`src/rtl/msi_agg_pkg.sv`:
```
package msi_agg_pkg;
  localparam int unsigned REG_W  = 32;
  localparam int unsigned CSR_AW = 4;

  localparam logic [CSR_AW-1:0] OFS_STATUS = 4'h0;
  localparam logic [CSR_AW-1:0] OFS_ERROR  = 4'h4;
  localparam logic [CSR_AW-1:0] OFS_MASK   = 4'h8;

  typedef enum logic [1:0] {
    SEL_NONE,
    SEL_STATUS,
    SEL_ERROR,
    SEL_MASK
  } csr_sel_e;

  function automatic logic [REG_W-1:0] vec_valid_bits(int unsigned nv);
    logic [REG_W-1:0] m;
    m = '0;
    for (int unsigned i = 0; i < REG_W; i++) begin
      if (i < nv) m[i] = 1'b1;
    end
    return m;
  endfunction

  function automatic csr_sel_e decode_csr(logic [CSR_AW-1:0] a);
    case (a)
      OFS_STATUS: return SEL_STATUS;
      OFS_ERROR:  return SEL_ERROR;
      OFS_MASK:   return SEL_MASK;
      default:    return SEL_NONE;
    endcase
  endfunction
endpackage

```
`src/rtl/msi_vec_decode.sv`:
```
module msi_vec_decode #(
  parameter int unsigned NUM_VEC = 24,
  parameter int unsigned VEC_IW  = 6
) (
  input  logic              wr_en,
  input  logic [VEC_IW-1:0] wr_idx,
  input  logic              rd_en,
  input  logic [VEC_IW-1:0] rd_idx,
  output logic [NUM_VEC-1:0] set_vec,
  output logic [NUM_VEC-1:0] clr_vec,
  output logic              bad_wr
);
  localparam int unsigned SPAN = 1 << VEC_IW;

  // One comparator pair per vector; out-of-range indices hit nothing.
  for (genvar g = 0; g < NUM_VEC; g++) begin : g_dec
    assign set_vec[g] = wr_en && (int'(wr_idx) == g);
    assign clr_vec[g] = rd_en && (int'(rd_idx) == g);
  end

  generate
    if (SPAN > NUM_VEC) begin : g_range
      assign bad_wr = wr_en && (int'(wr_idx) >= int'(NUM_VEC));
    end else begin : g_full
      assign bad_wr = 1'b0;
    end
  endgenerate
endmodule

```
`src/rtl/msi_pending_bank.sv`:
```
module msi_pending_bank #(
  parameter int unsigned NUM_VEC = 24
) (
  input  logic               clk,
  input  logic               rst,
  input  logic [NUM_VEC-1:0] set_vec,
  input  logic [NUM_VEC-1:0] clr_vec,
  output logic [NUM_VEC-1:0] pend
);
  for (genvar g = 0; g < NUM_VEC; g++) begin : g_bit
    // Set has priority over the acknowledge read of the same vector.
    always_ff @(posedge clk) begin
      if (rst)             pend[g] <= 1'b0;
      else if (set_vec[g]) pend[g] <= 1'b1;
      else if (clr_vec[g]) pend[g] <= 1'b0;
    end

    AST_SET_LATCHES: assert property (@(posedge clk) disable iff (rst)
      set_vec[g] |=> pend[g]);
    AST_READ_CLEARS: assert property (@(posedge clk) disable iff (rst)
      (clr_vec[g] && !set_vec[g]) |=> !pend[g]);
    AST_IDLE_HOLDS: assert property (@(posedge clk) disable iff (rst)
      (!clr_vec[g] && !set_vec[g]) |=> $stable(pend[g]));
  end
endmodule

```
`src/rtl/msi_csr_regs.sv`:
```
module msi_csr_regs
  import msi_agg_pkg::*;
#(
  parameter int unsigned NUM_VEC = 24
) (
  input  logic               clk,
  input  logic               rst,
  input  logic               csr_wr_en,
  input  logic               csr_rd_en,
  input  logic [CSR_AW-1:0]  csr_addr,
  input  logic [REG_W-1:0]   csr_wdata,
  input  logic [NUM_VEC-1:0] pend,
  input  logic               bad_wr,
  output logic [NUM_VEC-1:0] mask_en,
  output logic [REG_W-1:0]   csr_rdata
);
  localparam logic [REG_W-1:0] VALID = vec_valid_bits(NUM_VEC);

  csr_sel_e         sel;
  logic [REG_W-1:0] mask_q;
  logic             err_q;
  logic [REG_W-1:0] status_w;
  logic [REG_W-1:0] rd_mux;

  assign sel     = decode_csr(csr_addr);
  assign mask_en = mask_q[NUM_VEC-1:0];

  always_comb begin
    status_w = '0;
    status_w[NUM_VEC-1:0] = pend & mask_q[NUM_VEC-1:0];
  end

  always_ff @(posedge clk) begin
    if (rst) mask_q <= '0;
    else if (csr_wr_en && sel == SEL_MASK) mask_q <= csr_wdata & VALID;
  end

  // A new range error wins over a same-cycle write-one-to-clear.
  always_ff @(posedge clk) begin
    if (rst) err_q <= 1'b0;
    else if (bad_wr) err_q <= 1'b1;
    else if (csr_wr_en && sel == SEL_ERROR && csr_wdata[0]) err_q <= 1'b0;
  end

  always_comb begin
    case (sel)
      SEL_STATUS: rd_mux = status_w;
      SEL_ERROR:  rd_mux = {{(REG_W-1){1'b0}}, err_q};
      SEL_MASK:   rd_mux = mask_q;
      default:    rd_mux = '0;
    endcase
  end

  always_ff @(posedge clk) begin
    if (rst) csr_rdata <= '0;
    else     csr_rdata <= csr_rd_en ? rd_mux : '0;
  end

  AST_STATUS_RANGE: assert property (@(posedge clk) disable iff (rst)
    (csr_rd_en && sel == SEL_STATUS) |=> ((csr_rdata & ~VALID) == '0));
  AST_ERR_SETS: assert property (@(posedge clk) disable iff (rst)
    bad_wr |=> err_q);
  AST_ERR_CLEARS: assert property (@(posedge clk) disable iff (rst)
    (csr_wr_en && sel == SEL_ERROR && csr_wdata[0] && !bad_wr) |=> !err_q);
  AST_MASK_ZERO_OFF: assert property (@(posedge clk) disable iff (rst)
    (csr_wr_en && sel == SEL_MASK && csr_wdata == '0) |=> (mask_en == '0));
endmodule

```
`src/rtl/msi_irq_aggregator.sv`:
```
module msi_irq_aggregator
  import msi_agg_pkg::*;
#(
  parameter int unsigned NUM_VEC = 24,
  parameter int unsigned VEC_IW  = 6
) (
  input  logic              clk,
  input  logic              rst,
  input  logic              vec_wr_en,
  input  logic [VEC_IW-1:0] vec_wr_idx,
  input  logic              vec_rd_en,
  input  logic [VEC_IW-1:0] vec_rd_idx,
  output logic [31:0]       vec_rdata,
  input  logic              csr_wr_en,
  input  logic              csr_rd_en,
  input  logic [3:0]        csr_addr,
  input  logic [31:0]       csr_wdata,
  output logic [31:0]       csr_rdata,
  output logic              irq_out
);
  logic [NUM_VEC-1:0] set_vec;
  logic [NUM_VEC-1:0] clr_vec;
  logic               bad_wr;
  logic [NUM_VEC-1:0] pend;
  logic [NUM_VEC-1:0] mask_en;
  logic               irq_q;

  msi_vec_decode #(.NUM_VEC(NUM_VEC), .VEC_IW(VEC_IW)) u_dec (
    .wr_en   (vec_wr_en),
    .wr_idx  (vec_wr_idx),
    .rd_en   (vec_rd_en),
    .rd_idx  (vec_rd_idx),
    .set_vec (set_vec),
    .clr_vec (clr_vec),
    .bad_wr  (bad_wr)
  );

  msi_pending_bank #(.NUM_VEC(NUM_VEC)) u_pend (
    .clk     (clk),
    .rst     (rst),
    .set_vec (set_vec),
    .clr_vec (clr_vec),
    .pend    (pend)
  );

  msi_csr_regs #(.NUM_VEC(NUM_VEC)) u_csr (
    .clk       (clk),
    .rst       (rst),
    .csr_wr_en (csr_wr_en),
    .csr_rd_en (csr_rd_en),
    .csr_addr  (csr_addr),
    .csr_wdata (csr_wdata),
    .pend      (pend),
    .bad_wr    (bad_wr),
    .mask_en   (mask_en),
    .csr_rdata (csr_rdata)
  );

  always_ff @(posedge clk) begin
    if (rst) irq_q <= 1'b0;
    else     irq_q <= |(pend & mask_en);
  end

  assign irq_out   = irq_q;
  assign vec_rdata = '0;

  AST_IRQ_FOLLOWS: assert property (@(posedge clk) disable iff (rst)
    1'b1 |=> (irq_out == $past(|(pend & mask_en))));
  AST_BAD_NO_SET: assert property (@(posedge clk) disable iff (rst)
    (bad_wr && !vec_rd_en) |=> $stable(pend));
endmodule

```
`config.mk`:
```
export PLATFORM = sky130hd
export DESIGN_NAME = msi_irq_aggregator
export DESIGN_NICKNAME = d
export VERILOG_FILES = /design/src/rtl/msi_agg_pkg.sv /design/src/rtl/msi_vec_decode.sv /design/src/rtl/msi_pending_bank.sv /design/src/rtl/msi_csr_regs.sv /design/src/rtl/msi_irq_aggregator.sv
export SDC_FILE = /design/constraint.sdc
export NUM_CORES = 1
export LEC_CHECK = 0
export CORE_UTILIZATION = 48
export CTS_CLUSTER_DIAMETER = 80
export CTS_CLUSTER_SIZE = 28
export DETAILED_ROUTE_END_ITERATION = 7
export GPL_ROUTABILITY_DRIVEN = 0
export PLACE_DENSITY = 0.84
export SLEW_MARGIN = 20
export SYNTH_ARGS = -nofsm -noshare
export SYNTH_HDL_FRONTEND = slang
export SYNTH_SLANG_ARGS = --single-unit
export TNS_END_PERCENT = 1
```
`constraint.sdc`:
```
create_clock -name clk -period 3.1 [get_ports clk]
set_input_delay 0.62 -clock clk [delete_from_list [all_inputs] [get_ports clk]]
set_output_delay 0.62 -clock clk [all_outputs]
set_load 0.005 [all_outputs]
```
==> run metrics, run 1 <==
nature of the critical path endpoint=flip-flop; cell count after synthesis=381; Slew Viols, Final=0; CTS H-Tree Depth=3; Mapped Area=3310 µm²; clk slew on worst S/H paths=80 ps; Reg2Reg Setup Slack=1870 ps; peak supply drop=0.000250 V; TritonCTS clock tree=done; all-layer global routing usage=23.2%; Seq cells post-synth=74; antenna-violating nets left=0; synth warn=0; vias post-DR=3016; critical path fanouts, max=25; total power=1.95 mW; Area growth syn-to-layout=22.5%; RR Startpoint=u_pend.pend[0]$_SDFFE_PP0P_; setup ws final=1060 ps; clock skew=11.8 ps; largest net degree at the start of global routing=44; Post-CTS Hold Fix Bufs=0; Max Root-Sink Buffers=2; Yosys top cell area share=44.7%; Inserted Diodes=0; RSZ-0062 raised after global routing=false; status=completed; Die Area=7240 µm²; cell taking the most area after synthesis=dfxtp_1; die height=85.1 µm; Fin. Hold Viols=0; Max Clk Rate=491 MHz; DRT iter0 DRCs=239; Setup Crit Path Kind=in -> reg; CTS root buffer=clkbuf_8; Vias/cell=5.82; # resized after CTS=0; setup bufs post-CTS=0; first-pass GRT wire length=13000 µm; period utilization=65.8%; final setup vio count=0; total gr overflow=0; actual slew at the worst max-slew pin=790 ps; Core Rows=29; antenna violations before repair=0; commonest non-fill, non-tap cell in the layout=dfxtp_1; Seq/Total Area, Yosys=44.7%; layout net count=490; main area contributors after synthesis=dfxtp_1 45%, buf_4 9.3%, o21ai_0 7.6%; HPWL Detailed=5860 µm; vias in the first global route=2748; Hold Crit Start=u_csr.mask_q[16]$_SDFFE_PP0P_; clk_lat worst skew=350 ps; async set-reset flop share out of synthesis=0%; Worst Setup SP=csr_addr[1]; Synth Flop Type=dfxtp_1; Slew HR=47.3%; Cells after DPL=502; Place WS=734 ps; chip width=85.1 µm; Post-Layout Cell Count=518; worst hold path class=reg -> reg; First-pass DRT Iterations=5; post-route setup TNS=0 ps; syn_area_per_cell=8.70 µm²; most frequent cells in the layout=74 x dfxtp_1, 70 x clkdlybuf4s50_1, 50 x o21ai_0; initial core utilization=51.0%; Max Cap Viol=0; core area=6490 µm²; pwr dens=480 nW/µm²; Post-synth EDFFs=0; Critical Path Start Type=input port; Synth cell types=37; PortBufs=70; average wire per standard cell=15.9 µm; CTS Buf Count=9; share of cells above drive strength 1=7.94%; # clock sinks=74; DRC violations left=0; Pleak=1.35 nW; fin util=62.5%; Post-Route WL=8210 µm; minimum clock period=2040 ps; crit path DAT=2260 ps; I/O pin cnt=119; CP required=3320 ps
==> report_power, final <==
part	internal, mW	switching, mW
clock network	0.472	0.347
registers	0.957	0.00587
logic	0.0713	0.0964
==> state kept, by name (all words and copies together) (netlist names) <==
name	cells
irq_out	1
u_csr.csr_rdata	24
u_csr.err_q	1
u_csr.mask_q	24
u_pend.pend	24
==> per-stage QoR <==
| step | instance area, µm² | hold slack (ps) |
|---|---|---|
| floorplan | 3460 | 437 |
| global placement | 3840 | 460 |
| detailed placement | 3840 | 456 |
| CTS | 4060 | 467 |
| global route | 4060 | 500 |
| finish | 4060 | 472 |
==> per-layer routing <==
metal / wire length [µm] / GRT usage [%] / vias up
met5: 0 / 0 / -
met4: 186 / 11.2 / 0
met3: 776 / 4.38 / 16
met2: 3850 / 38.4 / 185
met1: 3400 / 29.1 / 1398
li1: - / - / 1417
==> critical path, cell delays in order <==
cell	delay, ps
clkdlybuf4s50_1	490
or3b_1	730
o21ai_0	320
a21oi_1	100
==> cell families (layout without fill, tap and decap cells) <==
group | count (synthesis) | count (layout) | share of synthesized area, %
flops | 74 | 74 | 44.7
buf+inv | 74 | 95 | 14.1
other cells | 1 | 40 | 0.113
simple gates | 96 | 96 | 16.7
compound gates | 136 | 136 | 24.4
==> final timing paths <==
| check | end | cells after the start |
|---|---|---|
| setup / recovery | u_csr.mask_q[3]$_SDFFE_PP0P_ | 4 |
| hold / removal | u_csr.csr_rdata[16]$_SDFF_PP0_ | 2 |
| setup reg to reg | u_csr.csr_rdata[0]$_SDFF_PP0_ | 2 |
| hold reg to reg | u_csr.csr_rdata[16]$_SDFF_PP0_ | 2 |
==> cell type report <==
type                       count  area, µm²
fill                         549       2430
multi-input combinational    272       1510
sequential                    74       1480
timing repair buffer          75        738
clock buffer                  11        141
tap                           77       96.3
clock inverter                 5       77.6
inverter                       4       15.0
==> cell usage after synthesis, types with 2 or more instances <==
| cell | instances |
|---|---|
| o41ai_1 | 8 |
| o311ai_0 | 7 |
| a21oi_1 | 41 |
| o21ai_0 | 50 |
| buf_2 | 4 |
| nor2_1 | 15 |
| nand3b_1 | 3 |
| nand2b_1 | 6 |
| a22oi_1 | 12 |
| nand2_1 | 3 |
| buf_4 | 41 |
| nand3_1 | 36 |
| clkbuf_1 | 20 |
| or3b_1 | 2 |
| o31ai_1 | 10 |
| o21ai_1 | 3 |
| dfxtp_1 | 74 |
| nor3b_2 | 2 |
| inv_1 | 4 |
| buf_6 | 4 |
| nor2_2 | 10 |
| nor2b_1 | 4 |
| nand4_1 | 8 |
Power figures use the tool's default switching activity.
==> inputs of run 2 (changes only) <==
- CORE_UTILIZATION: 48 -> 45
- PLACE_DENSITY: 0.84 -> 0.79
- clock period: 3.1 -> 2.01 ns (I/O delays scaled with it)
==> run metrics, run 2 (synthesized netlist as in run 1, its figures left out) <==
Reg-to-Reg End=irq_out$_SDFF_PP0_; antenna violations before repair=0; core area=6940 µm²; HPWL Detailed=5950 µm; Fill cells=582; total gr overflow=0; final setup vio count=0; layout net count=499; Reg2Reg Setup Slack=760 ps; Slew Viols, Final=0; most frequent cells in the layout=74 x dfxtp_1, 70 x clkdlybuf4s50_1, 50 x o21ai_0; Seq pwr share=45.3%; I/O pin cnt=119; clock skew=4.86 ps; Hold Path End=u_csr.csr_rdata[18]$_SDFF_PP0_; Post-CTS Hold Fix Bufs=0; vias post-DR=3071; Post-Route WL=8360 µm; clk_lat worst skew=350 ps; Max Cap Viol=0; pwr dens=778 nW/µm²; Critical Path Start Type=input port; Inserted Diodes=0; DRC violations left=0; Area growth syn-to-layout=27.1%; reg2reg path depth=3; period utilization=81.6%; Vias/cell=5.62; antenna-violating nets left=0; average wire per standard cell=15.3 µm; first-pass GRT wire length=12900 µm; chip width=87.8 µm; largest net degree at the start of global routing=43; DRT iter0 DRCs=225; # resized after CTS=0; critical path fanouts, max=8; clock share of power=46.4%; crit path DAT=1860 ps; worst hold path class=reg -> reg; TritonCTS clock tree=done; total power=3.28 mW; Max Root-Sink Buffers=2; RR Startpoint=u_csr.mask_q[20]$_SDFFE_PP0P_; # clock sinks=74; combinational share of power=8.3%; setup bufs post-CTS=0; Fin. Hold Viols=0; Net Sw Frac=21.3%; commonest non-fill, non-tap cell in the layout=dfxtp_1; Setup Crit Path Kind=in -> reg; die height=87.8 µm; nature of the critical path endpoint=flip-flop; CTS Buf Count=9; Core Rows=30; initial core utilization=47.7%; all-layer global routing usage=22.2%; clk slew on worst S/H paths=70 ps; post-route setup TNS=0 ps; Die Area=7710 µm²; Largest regs=u_csr.csr_rdata (24), u_csr.mask_q (24), u_pend.pend (24); PortBufs=70; status=completed; RSZ-0062 raised after global routing=false; Hold Crit Start=u_csr.mask_q[18]$_SDFFE_PP0P_; First-pass DRT Iterations=5; CP required=2230 ps; Max Clk Rate=610 MHz; CTS root buffer=clkbuf_8; share of cells above drive strength 1=9.78%; Int Power=2.58 mW; Psw=698 µW; peak supply drop=0.000337 V; Pleak=1.42 nW; vias in the first global route=2707; CTS H-Tree Depth=3; hold depth=2; minimum clock period=1640 ps
-- run 2: cell types whose count changed in the layout (fill, tap and decap cells not counted), sizes merged --
cell and change:
clkinvlp -1, buf +9, clkinv -1, bufinv +2
-- run 2: how the worst max path moves through the flow --
stage                        from                        endpoint  slack [ps]
floorplan                     rst  u_csr.csr_rdata[10]$_SDFF_PP0_         550
global placement        vec_rd_en     u_pend.pend[2]$_SDFFE_PP0P_          40
detailed placement      vec_rd_en     u_pend.pend[0]$_SDFFE_PP0P_          10
CTS                     vec_rd_en     u_pend.pend[2]$_SDFFE_PP0P_         380
global route        vec_rd_idx[4]    u_pend.pend[10]$_SDFFE_PP0P_         280
finish                  vec_rd_en     u_pend.pend[2]$_SDFFE_PP0P_         370
-- run 2: stage by stage --
stage | std cells | worst slack (ps) | area (µm²) | utilization, % | hold slack (ps)
floorplan | 420 | 548 | 3460 | - | 437
global placement | 530 | 35.9 | 3950 | 56.8 | 460
detailed placement | 530 | 12.0 | 3950 | 56.8 | 466
CTS | 546 | 384 | 4210 | 60.7 | 475
global route | 546 | 284 | 4210 | 60.7 | 499
finish | 546 | 370 | 4210 | 60.7 | 478
-- run 2: power groups by stage --
stage	combinational [mW]	sequential, mW	clock (mW)
2_1_floorplan	0.184	1.52	0
3_3_place_gp	0.262	1.52	0
3_5_place_dp	0.265	1.52	0
4_1_cts	0.267	1.48	1.52
5_1_grt	0.293	1.49	1.59
6_report	0.272	1.49	1.52
-- run 2: cell type report --
class | count | area (µm²) | share of cell area [%]
Multi-Input combinational cell | 272 | 1510 | 35.9
Clock buffer | 11 | 141 | 3.36
Timing Repair Buffer | 84 | 818 | 19.4
Sequential cell | 74 | 1480 | 35.2
Clock inverter | 5 | 125 | 2.97
Inverter | 4 | 15.0 | 0.356
Tap cell | 96 | 120 | 2.85
-- run 2: per-layer routing --
metal  wire length [µm]  global-route usage, %  share of wire (%)  up-vias
li1                   -                      -                  -     1431
met4                302                   12.5                3.6        0
met2               3930                   36.3                 47      182
met1               3440                   26.9                 41     1433
met3                696                   5.28                8.3       25
met5                  0                      0                  0        -
-- run 2: critical path, stage by stage --
cell and delay (ps):
clkdlybuf4s50_1 490, or3b_1 490, o41ai_1 370, a21oi_1 110
==> inputs of run 3 (changes only) <==
- clock period: 2.01 -> 1.52 ns (I/O delays scaled with it)
==> run metrics, run 3 (synthesized netlist as in run 1, its figures left out) <==
chip width=87.8 µm; I/O pin cnt=119; Slew Viols, Final=0; pwr dens=871 nW/µm²; minimum clock period=1510 ps; largest net degree at the start of global routing=43; RR Startpoint=u_pend.pend[0]$_SDFFE_PP0P_; layout net count=506; # clock sinks=74; Largest regs=u_csr.csr_rdata (24), u_csr.mask_q (24), u_pend.pend (24); Post-Route WL=8620 µm; Slew HR=60.1%; all-layer global routing usage=23.1%; Pleak=1.46 nW; Max Root-Sink Buffers=2; Setup Crit Path Kind=in -> reg; RSZ-0062 raised after global routing=true; total gr overflow=0; Vias/cell=5.53; final setup vio count=0; slowest cell delay on critical path=470 ps; actual slew at the worst max-slew pin=583 ps; DRC violations left=0; Fin. Hold Viols=0; nature of the critical path endpoint=flip-flop; Die Area=7710 µm²; die height=87.8 µm; Max Cap Viol=0; TritonCTS clock tree=done; Inserted Diodes=0; First-pass DRT Iterations=5; clock skew=6.58 ps; most frequent cells in the layout=74 x dfxtp_1, 67 x clkdlybuf4s50_1, 44 x o21ai_0; Core Rows=30; HPWL Detailed=6200 µm; Hold Crit Start=u_csr.mask_q[13]$_SDFFE_PP0P_; post-route setup TNS=0 ps; DRT iter0 DRCs=214; CTS root buffer=clkbuf_8; CTS H-Tree Depth=3; core area=6940 µm²; vias in the first global route=2791; antenna violations before repair=0; Max Clk Rate=662 MHz; vias post-DR=3060; Area growth syn-to-layout=27.3%; commonest non-fill, non-tap cell in the layout=dfxtp_1; clk slew on worst S/H paths=70 ps; average wire per standard cell=15.6 µm; first-pass GRT wire length=13500 µm; worst hold path class=reg -> reg; period utilization=99.4%; antenna-violating nets left=0; Critical Path Start Type=input port; Fill cells=602; status=completed; CP required=1730 ps; critical path fanouts, max=8; initial core utilization=47.7%; slowest cell on the critical path=or3b_4; worst path cell trace=clkdlybuf4s50_1 -> or3b_4 -> o41ai_1 -> a21oi_1; Worst Setup SP=vec_rd_idx[4]; clk_lat worst skew=350 ps; share of cells above drive strength 1=11.8%; Min Hold Slack=467 ps; crit path DAT=1720 ps; PortBufs=70; peak supply drop=0.000418 V; CTS Buf Count=9
run 3: cell count changes in the layout (fill, tap and decap cells not counted), sizes merged:
cell,change
buf,+7
bufinv,-4
clkbuf,-1
clkdlybuf4s50,-3
clkinv,+1
clkinvlp,+4
dlymetal6s2s,+3
run 3: worst paths after layout:
check                                                       to  slack (ps)  cells after the start
worst max-delay path               u_pend.pend[2]$_SDFFE_PP0P_          10                      4
worst min-delay path            u_csr.csr_rdata[13]$_SDFF_PP0_         470                      2
worst max register to register   u_csr.csr_rdata[0]$_SDFF_PP0_         210                      2
worst min register to register  u_csr.csr_rdata[13]$_SDFF_PP0_         470                      2
run 3: cell type report:
class	count	area, µm²	area share, %
Inverter	4	15.0	0.356
Multi-Input combinational cell	272	1530	36.2
Tap cell	96	120	2.85
Sequential cell	74	1480	35.1
Timing Repair Buffer	91	903	21.4
Clock buffer	10	128	3.02
Clock inverter	6	43.8	1.04
run 3: per-layer routing:
layer	wire length, µm	up-vias	track usage [%]
met1	3610	1427	28.8
met4	181	0	10.6
met3	625	15	5.28
met5	0	-	0
li1	-	1449	-
met2	4200	169	38.2
run 3: what timing repair did:
| item | 4_1_cts | 5_1_grt |
|---|---|---|
| hold buffers | 0 | 0 |
| setup endpoints to repair | 1 | 14 |
| buffers inserted | 0 | 0 |
| pin swaps | 0 | 0 |
| gates resized for setup | 1 | 12 |
run 3: metrics by stage:
| stage | cells | util (%) | setup WS (ps) | total power, mW | instance area, µm² |
|---|---|---|---|---|---|
| final | 553 | 60.8 | 9.71 | 3.68 | 4220 |
| after global routing | 553 | 60.8 | -15.6 | 3.78 | 4220 |
| after CTS | 553 | 60.5 | 12.2 | 3.67 | 4200 |
| after detailed placement | 537 | 57.9 | -373 | 2.38 | 4020 |
| after global placement | 537 | 57.9 | -315 | 2.37 | 4020 |
| after floorplan | 420 | - | 156 | 2.25 | 3460 |
run 3: worst max-delay path, delay by kind of cell:
family,cells,cell delay (ps)
buffers and inverters,1,440
AOI/OAI and AO/OA,2,500
and+or+nand+nor,1,470
run 3: report_power, final:
group | leakage, nW | switching (mW) | total (mW) | internal [mW]
clock | 0.0745 | 0.733 | 1.32 | 0.591
sequential | 0.597 | 0.0119 | 1.96 | 1.95
combinational | 0.793 | 0.208 | 0.389 | 0.181
